File: config.mk
export PLATFORM = sky130hd
export DESIGN_NAME = lwc64_encrypt
export DESIGN_NICKNAME = d
export VERILOG_FILES = /design/src/rtl/lwc_pkg.sv /design/src/rtl/lwc_sub_layer.sv /design/src/rtl/lwc_perm_layer.sv /design/src/rtl/lwc_round.sv /design/src/rtl/lwc_key_step.sv /design/src/rtl/lwc64_encrypt.sv
export SDC_FILE = /design/constraint.sdc
export NUM_CORES = 1
export LEC_CHECK = 0
export BUFFER_PORTS_ARGS = -buffer_cell sky130_fd_sc_hd__buf_2
export CAP_MARGIN = 20
export CORE_ASPECT_RATIO = 1.5
export CORE_MARGIN = 1
export CORE_UTILIZATION = 59
export CTS_BUF_LIST = sky130_fd_sc_hd__clkbuf_8
export DETAILED_ROUTE_END_ITERATION = 7
export PLACE_DENSITY = 0.81
export SLEW_MARGIN = 20
export SYNTH_ARGS = -nofsm -noshare
export SYNTH_HDL_FRONTEND = slang
export SYNTH_SLANG_ARGS = --single-unit
File: constraint.sdc
create_clock -name clk -period 2.95 [get_ports clk]
set_input_delay 0.59 -clock clk [delete_from_list [all_inputs] [get_ports clk]]
set_output_delay 0.59 -clock clk [all_outputs]
set_load 0.005 [all_outputs]
File: src/rtl/lwc_pkg.sv
package lwc_pkg;

    localparam int BLK_W  = 64;
    localparam int KEY_W  = 80;
    localparam int NIB_W  = 4;
    localparam int NIBS   = BLK_W / NIB_W;
    localparam int RK_LSB = KEY_W - BLK_W;

    typedef enum logic [1:0] {
        PH_IDLE  = 2'd0,
        PH_RUN   = 2'd1,
        PH_FINAL = 2'd2
    } phase_e;

    // 4-bit substitution
    function automatic logic [NIB_W-1:0] sub4(input logic [NIB_W-1:0] x);
        logic [NIB_W-1:0] y;
        case (x)
            4'h0: y = 4'hC;
            4'h1: y = 4'h5;
            4'h2: y = 4'h6;
            4'h3: y = 4'hB;
            4'h4: y = 4'h9;
            4'h5: y = 4'h0;
            4'h6: y = 4'hA;
            4'h7: y = 4'hD;
            4'h8: y = 4'h3;
            4'h9: y = 4'hE;
            4'hA: y = 4'hF;
            4'hB: y = 4'h8;
            4'hC: y = 4'h4;
            4'hD: y = 4'h7;
            4'hE: y = 4'h1;
            default: y = 4'h2;
        endcase
        return y;
    endfunction

endpackage

File: src/rtl/lwc_sub_layer.sv
module lwc_sub_layer
    import lwc_pkg::*;
#(
    parameter int N = NIBS
) (
    input  logic [N*NIB_W-1:0] din,
    output logic [N*NIB_W-1:0] dout
);
    for (genvar g = 0; g < N; g++) begin : g_nib
        assign dout[g*NIB_W +: NIB_W] = sub4(din[g*NIB_W +: NIB_W]);
    end
endmodule

File: src/rtl/lwc_perm_layer.sv
module lwc_perm_layer #(
    parameter int W = 64
) (
    input  logic [W-1:0] din,
    output logic [W-1:0] dout
);
    localparam int Q = W / 4;
    localparam int M = W - 1;

    for (genvar g = 0; g < M; g++) begin : g_bit
        assign dout[(g * Q) % M] = din[g];
    end
    assign dout[M] = din[M];
endmodule

File: src/rtl/lwc_round.sv
module lwc_round
    import lwc_pkg::*;
(
    input  logic [BLK_W-1:0] state_in,
    input  logic [BLK_W-1:0] round_key,
    output logic [BLK_W-1:0] state_out
);
    logic [BLK_W-1:0] mixed;
    logic [BLK_W-1:0] subbed;

    assign mixed = state_in ^ round_key;

    lwc_sub_layer #(.N(NIBS)) u_sub (
        .din  (mixed),
        .dout (subbed)
    );

    lwc_perm_layer #(.W(BLK_W)) u_perm (
        .din  (subbed),
        .dout (state_out)
    );
endmodule

File: src/rtl/lwc_key_step.sv
module lwc_key_step
    import lwc_pkg::*;
#(
    parameter int CNT_W = 5,
    parameter int ROT   = 61,
    parameter int RC_LO = 15
) (
    input  logic [KEY_W-1:0] key_in,
    input  logic [CNT_W-1:0] rc,
    output logic [KEY_W-1:0] key_out
);
    localparam int DOWN = KEY_W - ROT;

    logic [KEY_W-1:0] rot;

    always_comb begin
        rot = {key_in[DOWN-1:0], key_in[KEY_W-1:DOWN]};
        rot[KEY_W-1 -: NIB_W] = sub4(rot[KEY_W-1 -: NIB_W]);
        rot[RC_LO +: CNT_W] = rot[RC_LO +: CNT_W] ^ rc;
        key_out = rot;
    end
endmodule

File: src/rtl/lwc64_encrypt.sv
module lwc64_encrypt
    import lwc_pkg::*;
#(
    parameter int ROUNDS = 31,
    parameter int CNT_W  = $clog2(ROUNDS + 1)
) (
    input  logic             clk,
    input  logic             rst_n,
    input  logic             start,
    input  logic [BLK_W-1:0] plain_in,
    input  logic [KEY_W-1:0] key_in,
    output logic             busy,
    output logic             done,
    output logic [BLK_W-1:0] cipher_out
);
    localparam logic [CNT_W-1:0] RC_FIRST = CNT_W'(1);
    localparam logic [CNT_W-1:0] RC_LAST  = CNT_W'(ROUNDS);

    typedef struct packed {
        phase_e           phase;
        logic [BLK_W-1:0] state;
        logic [KEY_W-1:0] key;
        logic [CNT_W-1:0] rnd;
        logic [BLK_W-1:0] cipher;
        logic             done;
    } regs_t;

    regs_t r_d, r_q;

    logic             idle;
    logic [BLK_W-1:0] src_state;
    logic [KEY_W-1:0] src_key;
    logic [CNT_W-1:0] src_rc;
    logic [BLK_W-1:0] round_out;
    logic [KEY_W-1:0] key_next;

    // round-1 inputs come from the ports, later rounds from the registers
    assign idle      = (r_q.phase == PH_IDLE);
    assign src_state = idle ? plain_in : r_q.state;
    assign src_key   = idle ? key_in   : r_q.key;
    assign src_rc    = idle ? RC_FIRST : r_q.rnd;

    lwc_round u_round (
        .state_in  (src_state),
        .round_key (src_key[KEY_W-1:RK_LSB]),
        .state_out (round_out)
    );

    lwc_key_step #(.CNT_W(CNT_W)) u_kstep (
        .key_in  (src_key),
        .rc      (src_rc),
        .key_out (key_next)
    );

    always_comb begin
        r_d = r_q;
        case (r_q.phase)
            PH_IDLE: begin
                if (start) begin
                    r_d.phase = (RC_FIRST == RC_LAST) ? PH_FINAL : PH_RUN;
                    r_d.state = round_out;
                    r_d.key   = key_next;
                    r_d.rnd   = RC_FIRST + CNT_W'(1);
                    r_d.done  = 1'b0;
                end
            end
            PH_RUN: begin
                r_d.state = round_out;
                r_d.key   = key_next;
                r_d.rnd   = r_q.rnd + CNT_W'(1);
                if (r_q.rnd == RC_LAST) begin
                    r_d.phase = PH_FINAL;
                end
            end
            PH_FINAL: begin
                r_d.cipher = r_q.state ^ r_q.key[KEY_W-1:RK_LSB];
                r_d.done   = 1'b1;
                r_d.phase  = PH_IDLE;
            end
            default: begin
                r_d.phase = PH_IDLE;
            end
        endcase
    end

    always_ff @(posedge clk or negedge rst_n) begin
        if (!rst_n) begin
            r_q <= '{phase: PH_IDLE, default: '0};
        end else begin
            r_q <= r_d;
        end
    end

    assign busy       = !idle;
    assign done       = r_q.done;
    assign cipher_out = r_q.cipher;
endmodule

After elaboration in Yosys (flattened, before gate mapping)
Memories as Yosys holds them, arrays and structs flattened.
Cells that the tools add are included.
Word-level totals
  output and inout port bits: 66
  logic and storage cells: 48
  flip-flop bits (word level): 216
  input bits: 147
  memories kept: 17
  memory bits (read-only): 1088
Operators by class
  reductions and logical operators: 7
  $add $sub $neg: 1
  eq/ne operators: 5
  bitwise gates (word level): 3
  mux-type cells: 9
Memories
  (no name shown): depth 16, width 4, rd ports 1, clocked after memory_dff 0, wr ports 0, RTL line lwc_pkg.sv:18  | case (x)
  (no name shown): depth 16, width 4, rd ports 1, clocked after memory_dff 0, wr ports 0, RTL line lwc_pkg.sv:18
  (no name shown): depth 16, width 4, rd ports 1, clocked after memory_dff 0, wr ports 0, RTL line lwc_pkg.sv:18
  (no name shown): depth 16, width 4, rd ports 1, clocked after memory_dff 0, wr ports 0, RTL line lwc_pkg.sv:18
  (no name shown): depth 16, width 4, rd ports 1, clocked after memory_dff 0, wr ports 0, RTL line lwc_pkg.sv:18
  (no name shown): depth 16, width 4, rd ports 1, clocked after memory_dff 0, wr ports 0, RTL line lwc_pkg.sv:18
  +11 memories
Operators with widths (number)
  $pmux 149 s2: 1
  $mux 151: 1
  $xor 64x64->64: 2
  $mux 80: 1
  $mux 64: 1
  $reduce_and 2->1: 3
  $add 5x1->5 const B: 1
  $eq 5x5->1 const B: 1
  $mux 5: 1
  $xor 5x5->5: 1
  $ne 2x2->1 const B: 2
  $pmux 2 s2: 1
  $reduce_bool 2->1: 2
  $eq 2x1->1 const B: 1
  $eq 2x2->1 const B: 1
  $logic_not 2->1: 1
  $mux 2: 1
  $pmux 1 s2: 1
  $logic_not 1->1: 1
  $mux 1: 1

Longest topological paths before layout
An unclocked memory read counts as a cell.
  depth in word-level cells: 6
  mapped depth: 10
  gate-level depth less buffers: 9

Cells and area by module
Synthesis repeated with hierarchy kept, for this count alone.
Unflattened totals
  cells, all modules: 1366
  area total of the unflattened synthesis: 16037.9 um2
By module, submodules not included
  lwc64_encrypt: area an instance 11325.9 um2, cells an instance 840, times used 1, seq. area each 5405.2 um2
  lwc_sub_layer: area an instance 2909.0 um2, cells an instance 304, times used 1, seq. area each 0.0 um2
  lwc_key_step: area an instance 762.0 um2, cells an instance 94, times used 1, seq. area each 0.0 um2
  lwc_round: area an instance 560.5 um2, cells an instance 64, times used 1, seq. area each 0.0 um2
  lwc_perm_layer: area an instance 480.5 um2, cells an instance 64, times used 1, seq. area each 0.0 um2

Worst setup path after synthesis
Ideal clock, no wire load.
  kind: register -> register
  from: register r_q[215] (netlist name)
  to: register r_q[156] (netlist name)
  path slack: 540 ps
  stages on the path, launching flop included: 9
  arrival time: 2274 ps
  path through: dfrtp_1 nor2_4 buf_6 buf_6 mux2i_1 ha_1 mux2_2 a222oi_1 a21oi_1
On the way
  longest elaborated chain between the ends: 6
Ends and longest elaborated chain
  start: declaration: RTL line lwc64_encrypt.sv:28  | regs_t r_d, r_q;
  start signal: assignment: RTL line lwc64_encrypt.sv:90  | r_q <= r_d;
  $logic_not 2->1: RTL line lwc64_encrypt.sv:38, lwc64_encrypt.sv:57
  $mux 64 or $mux 80 (tied branches): RTL line lwc64_encrypt.sv:39, lwc64_encrypt.sv:40
  $xor 64x64->64: RTL line lwc_round.sv:11  | assign mixed = state_in ^ round_key;
  $mem_v2 16x4
  $mux 151: RTL line lwc64_encrypt.sv:59  | if (start) begin
  $pmux 149 s2: RTL line lwc64_encrypt.sv:57  | case (r_q.phase)
Parallel ways exist; a longest one is shown, timed or not. The select of a mux whose other input is x is not followed.
A chain may end at the register's enable or synchronous reset.

Worst setup path after layout
  from: register r_q[215] (netlist name)
  to: output busy
On the way
  longest elaborated chain between the ends: 2
Ends and longest elaborated chain
  $logic_not 2->1: RTL line lwc64_encrypt.sv:38  | assign idle = (r_q.phase == PH_IDLE);
  $logic_not 1->1: RTL line lwc64_encrypt.sv:94  | assign busy = !idle;
  end: declaration: RTL line lwc64_encrypt.sv:12  | output logic busy,
No other way between the ends.

==> impl_metrics.tcl <==
set metrics [dict create \
    fin_setup_tns_ps 0 \
    async_flop_share_pct 100 \
    die_h_microns 185 \
    pre_cts_slack_ps 377 \
    drt_iter0_drc 815 \
    critPathLaunch "r_q[215]" \
    yosysWarnings 0 \
    rsz0062_at_grt "false" \
    reg2reg_depth 8 \
    dr.pass1.iters 7 \
    grt_max_degree 116 \
    r2r-start "r_q[215]" \
    grt_pass1_wl_microns 56500 \
    cp-start-kind "flop" \
    power_density_nw_per_um2 1570 \
    cts-root-buf "clkbuf_8" \
    synth.area.top_cells "dfrtp_1 (41%), xnor2_1 (9.7%), nand2_1 (7.7%)" \
    synthesis.nets 1670 \
    fin_worst_skew_ps 11.9 \
    cts_tree "done" \
    syn-instance-count 1498 \
    fmax_ghz 0.363 \
    synth_edf_count 0 \
    die_area_sq_um 23000 \
    cts.sinks 216 \
    tightest_slew_ps 751 \
    period_share_pct 93.4 \
    h-tree-depth 2 \
    drc 0 \
    drv_cap 0 \
    maxSlewHeadroom_pct 49.9 \
    die_w_microns 124 \
    grt_pass1_vias 10700 \
    avgSynthCellArea_sq_um 8.82 \
    cp.required_ps 2360 \
    peakVddDrop_v 0.000885 \
    hold_slack_ps 84.6 \
    synth-seq-cells 216 \
    cts_setup_buffers 0 \
    syn_area_sq_um 13200 \
    ys.flop_type "dfrtp_1" \
    wl_per_cell_microns 18.9 \
    portBuffers 212 \
    dr_total_vias 11200 \
    p_leak_nw 6.73 \
    rows 66 \
    grt_overflow 0 \
    place_congestion 0.899 \
    antenna_found_initial 0 \
    fin_nets 1808 \
    grt.total_usage_pct 31.7 \
    area_growth_pct 12.0 \
    cts_resized 0 \
    start_util_pct 60.6 \
    synth_cell_types 59 \
    cts_made_buffers 35 \
    routed_wl_microns 36500 \
    core_sq_um 21800 \
    seq_area_frac_synth_pct 40.9 \
    hpwl_microns 27600 \
    cp_max_fo 69 \
    postCtsHoldBufs 0 \
    cts_buffer_depth 3 \
    synth_top_area_cell "dfrtp_1" \
    worstHoldPathType "input pin to async pin" \
    finalSetupViolations 0 \
    end_kind "primary output" \
    status "finished clean" \
    period_needed_ps 2750 \
    drtAntennaViolNets 0 \
    drive_gt1_share_pct 21.7 \
    slew_violations 0 \
    worst-setup-path-type "flop to primary output" \
    cts.clk_slew.worst_paths_ps 60 \
    antenna_cells 0 \
    fin_ws_ps 195 \
    drt-vias-per-instance 5.82 \
    finalHoldViolations 0 \
    ios 213 \
    clk_latency_ps 540 \
    synth_top_area_share_pct 40.9 \
    arrival_ps 2160 \
]
## final cells by class
| cell class | count | area, sq um |
|---|---|---|
| inverters | 28 | 110 |
| clock buffers | 46 | 633 |
| flip-flops and latches | 216 | 5410 |
| repair buffers | 237 | 1380 |
| multi-input cells | 1118 | 6880 |
| clock inverters | 13 | 53.8 |
| well taps | 272 | 340 |
| fillers | 1724 | 7000 |
## registers in the layout, indices dropped and copies added (netlist names)
name	cells
done	1
cipher_out	64
r_q	151
## per-layer routing
layer,wire length [microns],vias to the layer above,global-route usage [%]
li1,-,5339,-
met3,2120,124,3.87
met2,17600,459,52.9
met1,14400,5315,38.8
met5,0,-,0
met4,2450,0,20.8
## logic make-up after synthesis
| group | Yosys count | share of synthesized area, % |
|---|---|---|
| simple gates | 525 | 16.1 |
| mux | 96 | 8.62 |
| xor+xnor | 151 | 10.0 |
| compound gates | 321 | 14.8 |
| buf+inv | 164 | 7.16 |
| fa+ha+maj | 25 | 2.37 |
| flops | 216 | 40.9 |
## cell usage after synthesis, types with 13 or more instances
library cell	n
nand2_1	270
dfrtp_1	216
nor2_1	187
xnor2_1	147
a31oi_1	110
o21ai_0	106
buf_4	66
clkbuf_1	53
a21oi_1	42
mux2i_1	39
mux2_2	32
ha_1	25
inv_1	18
nand2b_1	15
nor2b_1	14
nor3_1	14
o211ai_1	14
mux2i_2	13
## final timing paths
kind / endpoint / slack (ps)
hold reg to reg: cipher_out[9] / 470
min in group clk: r_q[141] / 320
setup reg to reg: r_q[195] / 340
setup / recovery: busy / 200
hold / removal: r_q[66] / 80
max in group asynchronous: r_q[137] / 2100
## worst max-delay path, cell delays in order (launching register included)
cell and delay (ps):
dfrtp_1 540, nor2_4 120, inv_2 100, buf_4 590, buf_2 240
## placed cells by master, fill, tap and decap left out, drive strengths merged, types with 2 or more instances in the layout
cell type | Yosys | layout
o22a | 2 | 2
nand2 | 270 | 270
o211ai | 14 | 14
o21ai | 108 | 108
mux2 | 40 | 40
or2 | 2 | 2
nand3 | 3 | 3
a31oi | 110 | 110
a211o | 6 | 6
clkinv | 5 | 9
nor2 | 189 | 189
a21o | 3 | 3
a221o | 4 | 4
o2111ai | 10 | 10
and3 | 7 | 7
dfrtp | 216 | 216
nor2b | 14 | 14
mux4 | 2 | 2
a22o | 2 | 2
o311ai | 11 | 11
or3 | 5 | 5
xor2 | 4 | 4
o31ai | 2 | 2
nor3 | 14 | 14
nand2b | 15 | 15
inv | 23 | 32
ha | 25 | 25
a211oi | 2 | 2
a21oi | 42 | 42
clkbuf | 53 | 47
mux2i | 54 | 54
buf | 83 | 236
xnor2 | 147 | 147
## power by group
part | internal (W) | switching [W] | total, W
Combinational | 0.00636 | 0.00813 | 0.0145
Clock | 0.00139 | 0.00121 | 0.00260
Sequential | 0.00470 | 0.00150 | 0.00619
## through the flow
step	util [%]	power [W]	area [sq um]	instances
finish	67.9	0.0233	14800	1930
global route	67.9	0.0252	14800	1930
CTS	67.9	0.0232	14800	1930
detailed placement	64.7	0.0205	14100	1871
global placement	64.7	0.0200	14100	1871
floorplan	-	0.0172	13200	1498
Power figures use the tool's default switching activity.
